`config.mk`:
```
export PLATFORM = sky130hd
export DESIGN_NAME = alu8_acc
export DESIGN_NICKNAME = d
export VERILOG_FILES = /design/src/rtl/alu8_pkg.sv /design/src/rtl/alu8_addsub.sv /design/src/rtl/alu8_mul.sv /design/src/rtl/alu8_shift.sv /design/src/rtl/alu8_bitop.sv /design/src/rtl/alu8_acc.sv
export SDC_FILE = /design/constraint.sdc
export NUM_CORES = 1
export LEC_CHECK = 0
export BUFFER_PORTS_ARGS = -buffer_cell sky130_fd_sc_hd__buf_2
export CAP_MARGIN = 10
export CORE_AREA = 8 8 188 119
export CTS_CLUSTER_DIAMETER = 60
export DETAILED_ROUTE_END_ITERATION = 10
export DIE_AREA = 0 0 196 127
export GPL_TIMING_DRIVEN = 1
export PLACE_DENSITY_LB_ADDON = 0.3
export SYNTH_ARGS = -nofsm -noshare
export SYNTH_HDL_FRONTEND = slang
export SYNTH_SLANG_ARGS = --single-unit
```
`constraint.sdc`:
```
create_clock -name clk -period 8 [get_ports clk]
set_input_delay 0.4 -clock clk [delete_from_list [all_inputs] [get_ports clk]]
set_output_delay 0.4 -clock clk [all_outputs]
set_load 0.1 [all_outputs]
```
`src/rtl/alu8_pkg.sv`:
```
package alu8_pkg;

   typedef enum logic [4:0] {
      OP_AND, OP_OR, OP_XOR,
      OP_ADD, OP_ADDC,
      OP_SUBD, OP_SUBDC, OP_SUBS, OP_SUBSC,
      OP_MUL, OP_MULA,
      OP_MSHL, OP_MSHR, OP_MSHRA,
      OP_CMP, OP_CMPA,
      OP_TSTB, OP_SETB, OP_CLRB, OP_INVB,
      OP_SFLAG, OP_PASS
   } alu_op_e;

   localparam int NUM_OPS = 22;

   typedef enum logic [1:0] {
      SH_LEFT, SH_RIGHT, SH_RIGHT_ARITH
   } shift_kind_e;

   typedef enum logic [1:0] {
      BIT_SET, BIT_CLR, BIT_INV, BIT_TEST
   } bit_kind_e;

endpackage

```
`src/rtl/alu8_addsub.sv`:
```
module alu8_addsub #(
   parameter int W = 8
) (
   input  logic [W-1:0] x,
   input  logic [W-1:0] y,
   input  logic         inv_y,
   input  logic         cin,
   output logic [W-1:0] sum,
   output logic         cout,
   output logic         ovf
);
   logic [W-1:0] y_eff;
   logic [W:0]   total;

   initial begin
      assert (W >= 2) else $error("alu8_addsub: W must be at least 2");
   end

   // subtraction is x + ~y + cin; cin=1 is a plain subtract
   assign y_eff = inv_y ? ~y : y;
   assign total = {1'b0, x} + {1'b0, y_eff} + {{W{1'b0}}, cin};
   assign sum   = total[W-1:0];
   assign cout  = total[W];
   assign ovf   = (x[W-1] == y_eff[W-1]) && (sum[W-1] != x[W-1]);
endmodule

```
`src/rtl/alu8_mul.sv`:
```
module alu8_mul #(
   parameter int W           = 8,
   parameter bit SIGNED_MODE = 1'b0
) (
   input  logic [W-1:0] x,
   input  logic [W-1:0] y,
   output logic [W-1:0] hi,
   output logic [W-1:0] lo
);
   logic [2*W-1:0] x_ext;
   logic [2*W-1:0] y_ext;
   logic [2*W-1:0] prod;

   initial begin
      assert (W >= 2) else $error("alu8_mul: W must be at least 2");
   end

   generate
      if (SIGNED_MODE) begin : g_signed
         assign x_ext = {{W{x[W-1]}}, x};
         assign y_ext = {{W{y[W-1]}}, y};
      end else begin : g_unsigned
         assign x_ext = {{W{1'b0}}, x};
         assign y_ext = {{W{1'b0}}, y};
      end
   endgenerate

   // low 2W bits of the extended product are exact in both modes
   assign prod = x_ext * y_ext;
   assign hi   = prod[2*W-1:W];
   assign lo   = prod[W-1:0];
endmodule

```
`src/rtl/alu8_shift.sv`:
```
module alu8_shift
   import alu8_pkg::*;
#(
   parameter int W  = 8,
   parameter int SW = $clog2(W)
) (
   input  logic [W-1:0]  x,
   input  logic [SW-1:0] amt,
   input  shift_kind_e   kind,
   output logic [W-1:0]  r,
   output logic [W-1:0]  a
);
   logic [SW:0]         comp;
   logic signed [W-1:0] xs;
   logic signed [W-1:0] sra;

   initial begin
      assert ((1 << SW) == W) else $error("alu8_shift: W must be a power of two");
   end

   assign comp = (SW + 1)'(W) - {1'b0, amt};
   assign xs   = $signed(x);
   assign sra  = xs >>> amt;

   always_comb begin
      unique case (kind)
         SH_LEFT: begin
            a = x << amt;
            r = x >> comp;
         end
         SH_RIGHT: begin
            r = x >> amt;
            a = x << comp;
         end
         default: begin
            r = sra;
            a = x << comp;
         end
      endcase
   end
endmodule

```
`src/rtl/alu8_bitop.sv`:
```
module alu8_bitop
   import alu8_pkg::*;
#(
   parameter int W  = 8,
   parameter int SW = $clog2(W)
) (
   input  logic [W-1:0]  x,
   input  logic [SW-1:0] amt,
   input  bit_kind_e     kind,
   output logic [W-1:0]  r,
   output logic          bit_val
);
   logic [W-1:0] mask;

   assign mask    = {{(W-1){1'b0}}, 1'b1} << amt;
   assign bit_val = |(x & mask);

   always_comb begin
      unique case (kind)
         BIT_SET: r = x | mask;
         BIT_CLR: r = x & ~mask;
         BIT_INV: r = x ^ mask;
         default: r = x;
      endcase
   end
endmodule

```
`src/rtl/alu8_acc.sv`:
```
module alu8_acc
   import alu8_pkg::*;
#(
   parameter  int W  = 8,
   localparam int SW = $clog2(W)
) (
   input  logic          clk,
   input  logic          rst_n,
   input  logic          exec_en,
   input  logic [4:0]    op,
   input  logic [W-1:0]  opa,
   input  logic [W-1:0]  opb,
   input  logic [SW-1:0] amt,
   output logic [W-1:0]  res,
   output logic          res_we,
   output logic [W-1:0]  acc,
   output logic          c_nxt,
   output logic          v_nxt,
   output logic          z_nxt,
   output logic          c_we,
   output logic          v_we,
   output logic          z_we,
   output logic          flag_c,
   output logic          flag_v,
   output logic          flag_z
);
   localparam int NMUL = 2;

   initial begin
      assert (W >= 4) else $error("alu8_acc: W must be at least 4");
      assert ((1 << SW) == W) else $error("alu8_acc: W must be a power of two");
   end

   alu_op_e op_e;
   assign op_e = alu_op_e'(op);

   // ---------------- adder operand selection ----------------
   logic [W-1:0] add_x, add_y, add_sum;
   logic         add_inv, add_cin, add_cout, add_ovf;

   always_comb begin
      add_x   = opa;
      add_y   = opb;
      add_inv = 1'b0;
      add_cin = 1'b0;
      unique case (op_e)
         OP_ADDC:                  add_cin = flag_c;
         OP_SUBD, OP_CMP, OP_CMPA: begin add_inv = 1'b1; add_cin = 1'b1;   end
         OP_SUBDC:                 begin add_inv = 1'b1; add_cin = flag_c; end
         OP_SUBS, OP_SUBSC: begin
            add_x   = opb;
            add_y   = opa;
            add_inv = 1'b1;
            add_cin = (op_e == OP_SUBS) ? 1'b1 : flag_c;
         end
         default: ;
      endcase
   end

   alu8_addsub #(.W(W)) u_addsub (
      .x(add_x), .y(add_y), .inv_y(add_inv), .cin(add_cin),
      .sum(add_sum), .cout(add_cout), .ovf(add_ovf)
   );

   // ---------------- multipliers: [0] unsigned, [1] signed ----------------
   logic [W-1:0] mul_hi [NMUL];
   logic [W-1:0] mul_lo [NMUL];

   generate
      for (genvar g = 0; g < NMUL; g++) begin : g_mul
         alu8_mul #(.W(W), .SIGNED_MODE(g == 1)) u_mul (
            .x(opa), .y(opb), .hi(mul_hi[g]), .lo(mul_lo[g])
         );
      end
   endgenerate

   // ---------------- multi-bit shifter ----------------
   shift_kind_e  sh_kind;
   logic [W-1:0] sh_r, sh_a;

   always_comb begin
      unique case (op_e)
         OP_MSHL: sh_kind = SH_LEFT;
         OP_MSHR: sh_kind = SH_RIGHT;
         default: sh_kind = SH_RIGHT_ARITH;
      endcase
   end

   alu8_shift #(.W(W), .SW(SW)) u_shift (
      .x(opa), .amt(amt), .kind(sh_kind), .r(sh_r), .a(sh_a)
   );

   // ---------------- single-bit unit ----------------
   bit_kind_e    bk_kind;
   logic [W-1:0] bk_r;
   logic         bk_bit;

   always_comb begin
      unique case (op_e)
         OP_SETB: bk_kind = BIT_SET;
         OP_CLRB: bk_kind = BIT_CLR;
         OP_INVB: bk_kind = BIT_INV;
         default: bk_kind = BIT_TEST;
      endcase
   end

   alu8_bitop #(.W(W), .SW(SW)) u_bitop (
      .x(opa), .amt(amt), .kind(bk_kind), .r(bk_r), .bit_val(bk_bit)
   );

   // ---------------- result / flag selection ----------------
   logic [W-1:0] val;

   always_comb begin
      val    = '0;
      acc    = '0;
      res_we = 1'b0;
      c_we   = 1'b0;
      v_we   = 1'b0;
      z_we   = 1'b0;
      c_nxt  = 1'b0;
      v_nxt  = 1'b0;
      z_nxt  = 1'b0;
      unique case (op_e)
         OP_AND, OP_OR, OP_XOR, OP_PASS: begin
            unique case (op_e)
               OP_AND:  val = opa & opb;
               OP_OR:   val = opa | opb;
               OP_XOR:  val = opa ^ opb;
               default: val = opb;
            endcase
            acc    = val;
            res_we = 1'b1;
            z_we   = 1'b1;
            z_nxt  = (val == '0);
         end
         OP_ADD, OP_ADDC, OP_SUBD, OP_SUBDC, OP_SUBS, OP_SUBSC: begin
            val    = add_sum;
            acc    = val;
            res_we = 1'b1;
            {c_we, v_we, z_we} = 3'b111;
            c_nxt  = add_cout;
            v_nxt  = add_ovf;
            z_nxt  = (add_sum == '0);
         end
         OP_MUL, OP_MULA: begin
            val    = mul_hi[(op_e == OP_MULA) ? 1 : 0];
            acc    = mul_lo[(op_e == OP_MULA) ? 1 : 0];
            res_we = 1'b1;
         end
         OP_MSHL, OP_MSHR, OP_MSHRA: begin
            val    = sh_r;
            acc    = sh_a;
            res_we = 1'b1;
         end
         OP_CMP, OP_CMPA: begin
            val   = add_sum;
            acc   = val;
            {c_we, v_we, z_we} = 3'b111;
            z_nxt = (opa == opb);
            c_nxt = (op_e == OP_CMP) ? add_cout
                                     : !($signed(opb) > $signed(opa));
            v_nxt = c_nxt & ~z_nxt;
         end
         OP_TSTB: begin
            val   = opa;
            acc   = val;
            z_we  = 1'b1;
            z_nxt = ~bk_bit;
         end
         OP_SETB, OP_CLRB, OP_INVB: begin
            val    = bk_r;
            acc    = val;
            res_we = 1'b1;
            z_we   = 1'b1;
            z_nxt  = (bk_r == '0);
         end
         OP_SFLAG: begin
            acc = {flag_c, flag_c ^ flag_v, {(W-2){1'b0}}};
            val = acc;
         end
         default: ;
      endcase
   end

   assign res = val;

   // ---------------- flag register ----------------
   always_ff @(posedge clk) begin
      if (!rst_n) begin
         flag_c <= 1'b0;
         flag_v <= 1'b0;
         flag_z <= 1'b0;
      end else if (exec_en) begin
         if (c_we) flag_c <= c_nxt;
         if (v_we) flag_v <= v_nxt;
         if (z_we) flag_z <= z_nxt;
      end
   end

   // ---------------- assertions ----------------
   AST_LOGIC_ONLY_Z: assert property (@(posedge clk) disable iff (!rst_n)
      (op_e inside {OP_AND, OP_OR, OP_XOR}) |-> (z_we && !c_we && !v_we));
   AST_MUL_KEEPS_FLAGS: assert property (@(posedge clk) disable iff (!rst_n)
      (op_e inside {OP_MUL, OP_MULA}) |-> (!c_we && !v_we && !z_we && res_we));
   AST_SHIFT_CONSERVES_BITS: assert property (@(posedge clk) disable iff (!rst_n)
      (op_e inside {OP_MSHL, OP_MSHR}) |-> ($countones(res) + $countones(acc) == $countones(opa)));
   AST_CMP_V_RULE: assert property (@(posedge clk) disable iff (!rst_n)
      (op_e inside {OP_CMP, OP_CMPA}) |-> (v_nxt == (c_nxt && !z_nxt) && !res_we));
   AST_SFLAG_NO_FLAGS: assert property (@(posedge clk) disable iff (!rst_n)
      (op_e == OP_SFLAG) |-> (!c_we && !v_we && !z_we && acc[W-1] == flag_c));
   AST_ACC_TRACKS_RES: assert property (@(posedge clk) disable iff (!rst_n)
      (res_we && !(op_e inside {OP_MUL, OP_MULA, OP_MSHL, OP_MSHR, OP_MSHRA})) |-> (acc == res));
   AST_CARRY_HOLDS: assert property (@(posedge clk) disable iff (!rst_n)
      (!exec_en || !c_we) |=> $stable(flag_c));
endmodule

```
* Yosys cells after proc, flatten, opt, wreduce, memory -nomap -nowiden
Cells that the tools add are included.
** Storage, ports and cells
- Register bits :: 3
- Bits of input ports :: 27
- Output and inout bits :: 26
** Cells by class
- Add/sub/neg operators :: 3
- Multipliers :: 2
- Magnitude comparators :: 2
- Eq/ne operators :: 27
- Shift operators :: 6
- Multiplexer cells :: 29
- Bitwise gates (word level) :: 14
- Reductions and logical operators :: 24
** Operators by type and width (number)
- $pmux 8 s7 :: 2
- $mux 8 :: 11
- $pmux 8 s3 :: 2
- $eq 5x4->1 const B :: 8
- $ge 32x2->1 const B :: 1
- $mul 8x8->16 :: 2
- $not 1->32 :: 1
- $eq 5x5->1 const B :: 6
- $and 8x8->8 :: 3
- $logic_not 8->1 :: 3
- $eq 5x3->1 const B :: 4
- $reduce_or 18->1 :: 1
- $not 8->8 :: 2
- $or 8x8->8 :: 2
- $pmux 8 s2 :: 1
- $reduce_or 16->1 :: 1
- $reduce_or 8->1 :: 2
- $xor 8x8->8 :: 2
- $reduce_or 6->1 :: 2
- $eq 5x2->1 const B :: 2
- $add 8x8->9 :: 1
- $add 9x1->9 :: 1
- $reduce_or 3->1 :: 3
- $eq 8x8->1 :: 1
- other kinds (29) :: 43

* Depth between registers and ports, before layout
Gate-level depths: netlist (run 1).
- Word-level depth :: 10
- Gate-level depth with buffers :: 20
- Depth with buffers taken out :: 18

* By module
Synthesis (run 1) repeated with hierarchy kept, for this count alone.
** Unflattened totals
- Cells, all modules :: 1092
- Area total of the unflattened synthesis :: 8811.0 um2
** By module, submodules not included
- alu8_mul at g_mul[1].u_mul :: times used 1, cells an instance 284, area an instance 2512.4 um2
- alu8_mul at g_mul[0].u_mul :: times used 1, cells an instance 243, area an instance 2129.5 um2
- alu8_acc :: times used 1, cells an instance 325, area an instance 2055.7 um2
- alu8_shift :: times used 1, cells an instance 113, area an instance 989.7 um2
- alu8_bitop :: times used 1, cells an instance 69, area an instance 669.4 um2
- alu8_addsub :: times used 1, cells an instance 58, area an instance 454.2 um2

* Least setup slack after synthesis (run 1)
OpenSTA, ideal clock, no wires.
- Path type :: input port to output port
- From :: input port opa[2]
- To :: output port res[5]
- Data arrival time :: 5720 ps
- Required time :: 7600 ps
- Slack :: 1880 ps
- Stages on the path :: 18
- Path buffers :: 1
- Path through :: clkbuf_1 -> clkinv_1 -> nor2_1 -> inv_1 -> fa_1 -> fa_1 -> inv_1 -> fa_1 -> inv_1 -> fa_1 -> inv_1 -> ha_1 -> or4_1 -> o22ai_1 -> o21ai_0 -> xor2_1 -> a22oi_1 -> nand4_1
** Between the ends
- Word-level cells in the longest chain between the ends :: 6
- Elaborated cells between the ends (all ways) :: 16
** RTL lines
- from (decl) :: line alu8_acc.sv:11 : input logic [W-1:0] opa,
- branches (longest 5 deep; another with $mul 8x8->16)
- $pmux 8 s7 (*) :: line alu8_acc.sv:124 : unique case (op_e)
- to (decl) :: line alu8_acc.sv:14 : output logic [W-1:0] res,
Every way passes the cells marked *. The select of a mux whose other input is x is not followed.

* Worst setup path after layout (run 1)
Same ends and word-level chain as after synthesis.

==> reports/summary.txt, run 1 <==
status: finished, final reports clean
Die Span X: 196 microns
Util after Layout: 41.8%
Avg Cell Area, Syn: 7.69 sq um
Placed Instance Area: 8080 sq um
top cell type by total area after synthesis: fa_1
PwrDens: 197 nW/um^2
cts bufs inserted: 3
GRT Total Usage: 20.2%
ANT cells: 0
DP Wirelength: 20900 microns
Crit. End Element: primary output
VDD IR max: 0.136 mV
Die H: 127 microns
CP arrival: 6.33 ns
post-synthesis cell count: 998
total core area: 19500 sq um
Clock Path Buffers: 2
top cells by area, synth: fa_1 23%, ha_1 19%, inv_1 9.8%, nand2_1 4.7%, xnor2_1 3.8%
Synth top area share: 22.7%
hold_buf cts: 0
worst-margin pin slew: 0.965 ns
unrepaired setup endpoints after global routing: no
antenna viol nets, final: 0
Fmax: 0.149 GHz
Starting Density: 39.3%
GR Overflow Total: 0
Post-synth EDFFs: 0
final setup vio count: 0
Final Hold Fails: 0
H-tree Lvls: 1
Top-Level Pins: 53
Worst Setup Start Kind: primary input
Post-Syn Nets: 1231
min cycle time layout: 6.73 ns
setup bufs post-CTS: 0
sequential area share after synthesis: 0.782%
Initial DRC Count: 737
CP max stage cell: fa_1
Lkg Pwr: 4.11 nW
max_slew headroom: 35.7%
fin area: 8160 sq um
Max Fanout on Critical Path: 13
clk root buf: clkbuf_16
Port Buffers: 52
max cap viols: 0
synth warn: 0
Worst-Skew Late Latency: 0.22 ns
setup tns final: 0 ns
per-cell routed wire length: 20.0 microns
CP cell instances: buf_2 > clkinv_1 > nor2_1 > inv_1 > fa_1 > fa_1 > inv_1 > fa_1 > inv_1 > fa_1 > inv_1 > ha_1 > o21ai_0 > a21boi_0 > o22ai_1 > o21ai_0 > xor2_1 > a22oi_1 > nand4_1 > buf_2
number of synthesized register bits: 3
number of antenna violations at the first check in global routing: 1
PostCTS Resize Cnt: 0
Area Overhead vs Synth: 6.27%
row cnt: 40
CP delay by family, top: adder cells
Via-to-Cell Ratio: 5.64
GR peak layer: met1
met2 Usage GRT: 28.8%
Post-Syn Area: 7680 sq um
Primary FF master, synth: dfxtp_1
critical path class: primary input to primary output
worst hold-check path type: primary input to register
largest net degree at the start of global routing: 33
Worst Path Required: 7.60 ns
Worst Skew: 0.00164 ns
Worst Setup Slack, final: 1.27 ns
first-pass GRT wire length: 40000 microns
Clock transition at path regs: 0.03 ns
TritonRoute pass-1 iters: 5
Yosys cell types: 78
Worst path max stage delay: 0.55 ns
met3 Usage GRT: 3.99%
nets: 1248
Setup WS pre-CTS: 1.45 ns
final wirelength: 25300 microns
CP bufs+invs: 7
fraction of registers with async set or reset after synthesis: 0%
GP Congestion: 0.954
share of layout cells above drive strength 1: 8.38%
CTS tree: yes
Die Footprint: 24900 sq um
max-slew violations: 0
via count: 7145
vias in the first global route: 6895
met1 usage: 31.4%
# DRC: 0
final period utilization: 84.1%
CTS Sinks: 3
==> per-layer routing <==
| metal | share of wire, % | vias to the layer above |
|---|---|---|
| met5 | 0.032 | - |
| met4 | 1.1 | 2 |
| met3 | 10 | 21 |
| met2 | 39 | 328 |
| met1 | 49 | 3453 |
| li1 | - | 3341 |
==> path summary, 6_finish.rpt <==
| path | to | depth (start not counted) | slack, ns | from |
|---|---|---|---|---|
| max | res[5] | 20 | 1.27 | opa[2] |
| min | flag_v | 2 | 0.44 | rst_n |
| max reg2reg | flag_z | 12 | 4.77 | flag_c |
| min reg2reg | flag_z | 2 | 0.55 | flag_z |
==> through the flow <==
step                hold WS (ns)  std cells  power (mW)
finish                     0.435       1266        1.61
global route               0.447       1266        1.78
CTS                        0.434       1266        1.60
detailed placement         0.558       1262        1.51
global placement           0.526       1262        1.50
floorplan                  0.533        998        1.16
==> cells by family (layout without fill, tap and decap cells) <==
family	after synthesis	after routing	share of synthesized area, %
flops	3	3	0.782
buf+inv	254	270	13.0
compound gates	206	206	18.4
simple gates	256	256	15.6
mux	29	29	5.21
fa+ha+maj	206	206	42.1
xor+xnor	44	44	5.02
==> synth_stat cells (9+ instances only) <==
cell type,n
inv_1,200
ha_1,119
nand2_1,97
fa_1,87
nor2_1,69
o21ai_0,54
a21oi_1,36
xnor2_1,33
clkbuf_1,29
mux2i_1,17
nor3_1,17
nand3_1,16
nand2b_1,14
a221oi_1,13
xor2_1,11
a21o_1,10
a22oi_1,10
a221o_1,9
==> cell type report <==
type	count	area, sq um
clock buffers	4	78.8
fillers	2043	11400
inverters	210	788
multi-input cells	741	6630
flip-flops and latches	3	60.1
well taps	252	315
repair buffers	56	290
==> layout by cell type, fill, tap and decap left out, types with 4 or more instances in the layout <==
master,instances
fa_1,87
nor2b_1,6
and2_1,7
a21o_1,10
mux2i_1,17
mux4_2,7
a211oi_1,7
a221o_1,9
inv_1,200
nor4_1,6
o21ai_0,54
ha_1,119
buf_2,52
nor2_1,69
o21a_1,7
o31ai_1,5
nor3_1,16
xnor2_1,33
clkinv_1,8
o211ai_1,6
nand3_1,16
buf_4,4
a21oi_1,36
xor2_1,11
nand2b_1,14
nand4_1,5
a221oi_1,13
a22oi_1,10
nand2_1,97
a31oi_1,5
==> power breakdown <==
group          total, mW  switching (mW)  leakage, nW  internal (mW)
clock             0.0786          0.0129       0.0382         0.0657
combinational       1.51           0.978         4.04          0.536
sequential        0.0171         0.00103       0.0246         0.0161
==> state kept, by name, summed over array words and instances (netlist names) <==
name	flops
flag_z	1
flag_v	1
flag_c	1
Power figures use the tool's default switching activity.
==> run 2: changes to the inputs <==
Settings changed: ABC_AREA from default to 1, CORE_AREA 8 8 188 119 to 8 8 192 121, DIE_AREA 0 0 196 127 to 0 0 200 129.
Clock period 8 ns to 5.9 ns, I/O delays scaled along.
==> run 2 against run 1 <==
Effect of this change:
- die area up 3.6%
- cell count up 26%
- hold slack better by 0.044 ns
- first-iteration DRC count up 20%
- design area up 6.3%
- critical path depth down 1
- routed wire length up 12%
- sequential power up 37%
- setup slack worse by 0.85 ns
- combinational power up 43%
- critical endpoint is now res[3]
==> reports/summary.txt, run 2 <==
Initial DRC Count: 885 (+20%)
clk root buf: clkbuf_16
Placed Instance Area: 8600 sq um (+6.4%)
Via-to-Cell Ratio: 5.16 (-8.6%)
Starting Density: 39.2% (-0.13 points)
worst hold-check path type: primary input to register
status: finished, final reports clean
Die Span X: 200 microns (+2.0%)
share of layout cells above drive strength 1: 7.46% (-0.92 points)
row cnt: 41 (+2.5%)
max-slew violations: 0 (unchanged)
number of synthesized register bits: 3 (unchanged)
fraction of registers with async set or reset after synthesis: 0% (unchanged)
Avg Cell Area, Syn: 6.29 sq um (-18%)
sequential share of power: 1.0% (about the same)
max cap viols: 0 (unchanged)
GR Overflow Total: 0 (unchanged)
# DRC: 0 (unchanged)
TritonRoute pass-1 iters: 5 (unchanged)
Synth top area share: 21.7% (-0.98 points)
Clock Path Buffers: 2 (unchanged)
H-tree Lvls: 1 (unchanged)
CP max stage cell: fa_1
multi-input logic area: 6630 sq um (about the same)
Port Buffers: 52 (unchanged)
CTS tree: yes
register area: 60.1 sq um (unchanged)
Die Footprint: 25800 sq um (+3.6%)
DP Wirelength: 24400 microns (+17%)
Post-synth EDFFs: 0 (unchanged)
top cell type by total area after synthesis: fa_1
Design Power: 2.29 mW (+42%)
PostCTS Resize Cnt: 0 (unchanged)
cts bufs inserted: 3 (unchanged)
placed insts: 1589 (+26%)
Post-Syn Nets: 1509 (+23%)
top cells by area, synth: fa_1 22%, ha_1 19%, inv_1 15%, nand2_1 14%, nor2_1 4.4%
commonest non-fill, non-tap cell in the layout: inv_1
top flop regs: flag_c: 1 flops, flag_v: 1 flops, flag_z: 1 flops
Die H: 129 microns (+1.6%)
CTS Sinks: 3 (unchanged)
Lkg Pwr: 5.05 nW (+23%)
final wirelength: 28300 microns (+12%)
Final Hold Fails: 0 (unchanged)
net switching fraction of the power: 65.2% (+3.6 points)
largest net degree at the start of global routing: 33 (unchanged)
GRT Total Usage: 22.3% (+2.1 points)
fin cells: 1593 (+26%)
Yosys cell types: 44 (-44%)
Fmax: 0.183 GHz
nets: 1548 (+24%)
Top-Level Pins: 53 (unchanged)
Internal: 0.797 mW (+29%)
Worst-Skew Late Latency: 0.22 ns (about the same)
Post-Syn Area: 8030 sq um (+4.5%)
PwrDens: 264 nW/um^2 (+34%)
Area Overhead vs Synth: 8.12%
Setup WS pre-CTS: 0.526 ns (-0.923 ns)
Crit. End Element: primary output
combinational power share: 94.3% (+0.2 points)
GP Congestion: 1.00 (+5.1%)
fin area: 8680 sq um (+6.3%)
Synth top cells by count: 314 x inv_1, 305 x nand2_1, 119 x ha_1
total core area: 20500 sq um (+4.9%)
number of antenna violations at the first check in global routing: 0 (-1)
VDD IR max: 0.130 mV (-4.2%)
Worst path max stage delay: 0.53 ns (-0.02 ns)
hold_buf cts: 0 (unchanged)
sequential area share after synthesis: 0.748% (-0.034 points)
antenna viol nets, final: 0 (unchanged)
ANT cells: 0 (unchanged)
final setup vio count: 0 (unchanged)
Hold WS: 0.479 ns (+0.0438 ns)
via count: 8220 (+15%)
final period utilization: 92.7%
synth warn: 0 (unchanged)
Primary FF master, synth: dfxtp_1
critical path class: primary input to primary output
Worst Skew: 0.000762 ns (-0.000873 ns)
vias in the first global route: 7844 (+14%)
Worst Path Required: 5.61 ns (-1.99 ns)
Util after Layout: 42.4% (+0.58 points)
Max Fanout on Critical Path: 13 (unchanged)
count leader, synth: inv_1
unrepaired setup endpoints after global routing: no
max_slew headroom: 39.7% (+4.1 points)
per-cell routed wire length: 17.8 microns (-11%)
Worst Setup Start Kind: primary input
setup tns final: 0 ns (unchanged)
Worst Setup Slack, final: 0.428 ns (-0.847 ns)
FILL cells: 2241 (+9.7%)
worst-margin pin slew: 0.901 ns (-0.0641 ns)
CP arrival: 5.18 ns (-1.15 ns)
Top cell by count, worst path: inv_1
first-pass GRT wire length: 44700 microns (+12%)
min cycle time layout: 5.47 ns
P_sw: 1.49 mW (+50%)
commonest cells after routing, fill and taps aside: 314 x inv_1, 305 x nand2_1, 119 x ha_1, 94 x nor2_1, 87 x fa_1
post-synthesis cell count: 1276 (+28%)
Clock transition at path regs: 0.03 ns (about the same)
CP cell instances: buf_2 > ha_1 > fa_1 > inv_1 > fa_1 > inv_1 > fa_1 > inv_1 > fa_1 > inv_1 > ha_1 > nand2_1 > inv_1 > o21ai_0 > nand4_1 > xor2_1 > o211ai_1 > nand3_1 > buf_2
setup bufs post-CTS: 0 (unchanged)
Clk network pwr share: 4.7% (-0.2 points)
==> run 2: cell count changes after synthesis, moves of 14 or more <==
cell | before | now
nand2_1 | 97 | 305
nand3_1 | 16 | 66
nand4_1 | 5 | 27
inv_1 | 200 | 314
nor2_1 | 69 | 94
xnor2_1 | 33 | 15
mux2i_1 | 17 | 0
nand2b_1 | 14 | 0
==> run 2: cell families after synthesis <==
logic type | share of synthesized area, %
and+or+nand+nor | 27.9
AOI/OAI and AO/OA | 12.0
adders and majority gates | 40.3
buffers and inverters | 16.6
DFF | 0.748
xor gates and xnor gates | 2.51
==> run 2: layer usage <==
layer	up-vias	part of all wire, %	track usage (%)
met4	0	1.2	2.80
met2	397	36	29.6
li1	4018	-	-
met5	-	0	0
met1	3780	49	34.7
met3	25	13	6.78
==> run 2: layout make-up <==
type / instances / area share, %
flip-flops and latches: 3 / 0.692
repair buffers: 63 / 3.95
well taps: 279 / 4.02
inverters: 323 / 14.0
clock buffers: 4 / 0.908
multi-input cells: 921 / 76.5
==> run 2: path summary, 6_finish.rpt <==
path / slack, ns / from / cells after the start / to
worst min-delay path: 0.48 / rst_n / 5 / flag_v
worst max register to register: 3.14 / flag_c / 15 / flag_z
worst min register to register: 0.60 / flag_z / 4 / flag_z
worst max-delay path: 0.43 / opa[4] / 19 / res[3]
==> run 2: power by group through the flow <==
stage               registers [mW]  clock network [mW]  logic, mW
CTS                         0.0234               0.107       2.13
finish                      0.0234               0.107       2.16
detailed placement          0.0236                   0       2.12
global route                0.0237               0.110       2.41
floorplan                   0.0337                   0       1.57
global placement            0.0236                   0       2.12
==> run 2: critical path: cells and delay by family <==
kind | cells | cell delay [ns]
compound gates | 2 | 0.49
fa+ha+maj | 6 | 2.73
buf+inv | 7 | 0.92
xor+xnor | 1 | 0.26
simple gates | 3 | 0.47
==> run 3: changes to the inputs <==
Settings changed: PLACE_DENSITY_LB_ADDON 0.3 to 0.05.
==> run 3 against run 2 <==
Effect of this change:
- register-to-register slack improved by 0.02 ns
- sequential share of layout area unchanged
- hold slack got worse by 0.044 ns
- highest routed layer unchanged
==> reports/summary.txt, run 3 (same netlist as run 2, synthesis figures left out) <==
Clock transition at path regs: 0.03 ns (about the same)
ANT cells: 0 (unchanged)
total core area: 20500 sq um (unchanged)
VDD IR max: 0.159 mV (+22%)
number of antenna violations at the first check in global routing: 0 (unchanged)
Die H: 129 microns (unchanged)
Setup WS pre-CTS: 0.422 ns (-0.104 ns)
Port Buffers: 52 (unchanged)
first-pass GRT wire length: 45700 microns (+2.4%)
largest net degree at the start of global routing: 33 (unchanged)
Die Footprint: 25800 sq um (unchanged)
Final Hold Fails: 0 (unchanged)
CP arrival: 5.23 ns (+0.05 ns)
Worst Setup Start Kind: primary input
Fmax: 0.181 GHz (-1.0%)
top flop regs: flag_c: 1 flops, flag_v: 1 flops, flag_z: 1 flops
Worst Setup Slack, final: 0.373 ns (-0.0552 ns)
placed insts: 1589 (unchanged)
WHS Endpoint: flag_v
R2R depth: 15 (unchanged)
worst hold-check path type: primary input to register
Starting Density: 39.2% (unchanged)
Lkg Pwr: 5.05 nW (about the same)
clk root buf: clkbuf_16
setup bufs post-CTS: 0 (unchanged)
unrepaired setup endpoints after global routing: no
GRT Total Usage: 23.2% (+0.93 points)
max-slew violations: 0 (unchanged)
Via-to-Cell Ratio: 5.16 (about the same)
critical path class: primary input to primary output
final setup vio count: 0 (unchanged)
via count: 8219 (-0.012%)
PostCTS Resize Cnt: 0 (unchanged)
Worst Path Required: 5.61 ns (about the same)
H-tree Lvls: 1 (unchanged)
setup tns final: 0 ns (unchanged)
CTS Sinks: 3 (unchanged)
final period utilization: 93.7% (+0.94 points)
TritonRoute pass-1 iters: 5 (unchanged)
fin area: 8680 sq um (unchanged)
hold_buf cts: 0 (unchanged)
per-cell routed wire length: 18.5 microns (+4.1%)
cts bufs inserted: 3 (unchanged)
Worst-Skew Late Latency: 0.23 ns (about the same)
max cap viols: 0 (unchanged)
row cnt: 41 (unchanged)
Area Overhead vs Synth: 8.12% (unchanged)
Crit. End Element: primary output
commonest cells after routing, fill and taps aside: 314 x inv_1, 305 x nand2_1, 119 x ha_1, 94 x nor2_1, 87 x fa_1
Initial DRC Count: 1026 (+16%)
Die Span X: 200 microns (unchanged)
status: finished, final reports clean
worst r2r src: flag_c
WHS Path Cells: 5 (unchanged)
Reg2Reg Setup Slack: 3.16 ns (+0.02 ns)
max_slew headroom: 43.4% (+3.7 points)
crit path from: opa[4]
share of layout cells above drive strength 1: 7.46% (unchanged)
Top-Level Pins: 53 (unchanged)
fin cells: 1593 (unchanged)
commonest non-fill, non-tap cell in the layout: inv_1
PwrDens: 263 nW/um^2 (-0.47%)
Worst Skew: 0.00105 ns (+0.000291 ns)
Placed Instance Area: 8600 sq um (unchanged)
GP Congestion: 0.982 (-2.0%)
nets: 1548 (unchanged)
HP Start: rst_n
vias in the first global route: 7658 (-2.4%)
r2r endpoint: flag_z
CTS tree: yes
# DRC: 0 (unchanged)
final wirelength: 29400 microns (+4.1%)
Clock Path Buffers: 2 (unchanged)
DP Wirelength: 25200 microns (+3.2%)
GR Overflow Total: 0 (unchanged)
Util after Layout: 42.4% (unchanged)
min cycle time layout: 5.53 ns (+0.0552 ns)
worst-margin pin slew: 0.845 ns (-0.0556 ns)
Max Fanout on Critical Path: 13 (unchanged)
antenna viol nets, final: 0 (unchanged)
==> run 3: cell counts in the layout (fill, tap and decap cells not counted) <==
No cell type changed its count.
==> run 3: per-stage QoR <==
stage               hold slack, ns  power, mW
CTS                          0.436       2.25
global route                 0.490       2.53
detailed placement           0.564       2.12
floorplan                    0.526       1.60
finish                       0.435       2.28
global placement             0.582       2.14
==> run 3: worst max path at each step <==
stage / to / depth (start not counted)
finish: res[3] / 19
global route: res[3] / 19
CTS: res[3] / 19
detailed placement: res[3] / 19
global placement: res[3] / 20
floorplan: res[5] / 20
==> run 3: worst max-delay path, stage by stage <==
cell	delay, ns
buf_2	0.24
ha_1	0.30
fa_1	0.50
inv_1	0.08
fa_1	0.55
inv_1	0.06
fa_1	0.57
inv_1	0.07
fa_1	0.54
inv_1	0.04
ha_1	0.35
nand2_1	0.10
inv_1	0.03
o21ai_0	0.26
nand4_1	0.20
xor2_1	0.18
o211ai_1	0.42
nand3_1	0.13
buf_2	0.31
==> run 3: final cells by class <==
type	count	area [sq um]
inverters	323	1210
clock buffers	4	78.8
repair buffers	63	343
fillers	2258	11800
well taps	279	349
flip-flops and latches	3	60.1
multi-input cells	921	6630
==> run 3: metal layers <==
layer | GRT usage [%] | wire length, microns | up-vias
met5 | 0 | 0 | -
met4 | 2.28 | 260 | 0
met3 | 2.92 | 2500 | 17
met2 | 31.0 | 10900 | 326
met1 | 38.7 | 15800 | 3865
li1 | - | - | 4011
==> run 3: power by group <==
part | switching (mW) | internal (mW)
Sequential | 0.00199 | 0.0219
Combinational | 1.47 | 0.673
Clock | 0.0195 | 0.0892
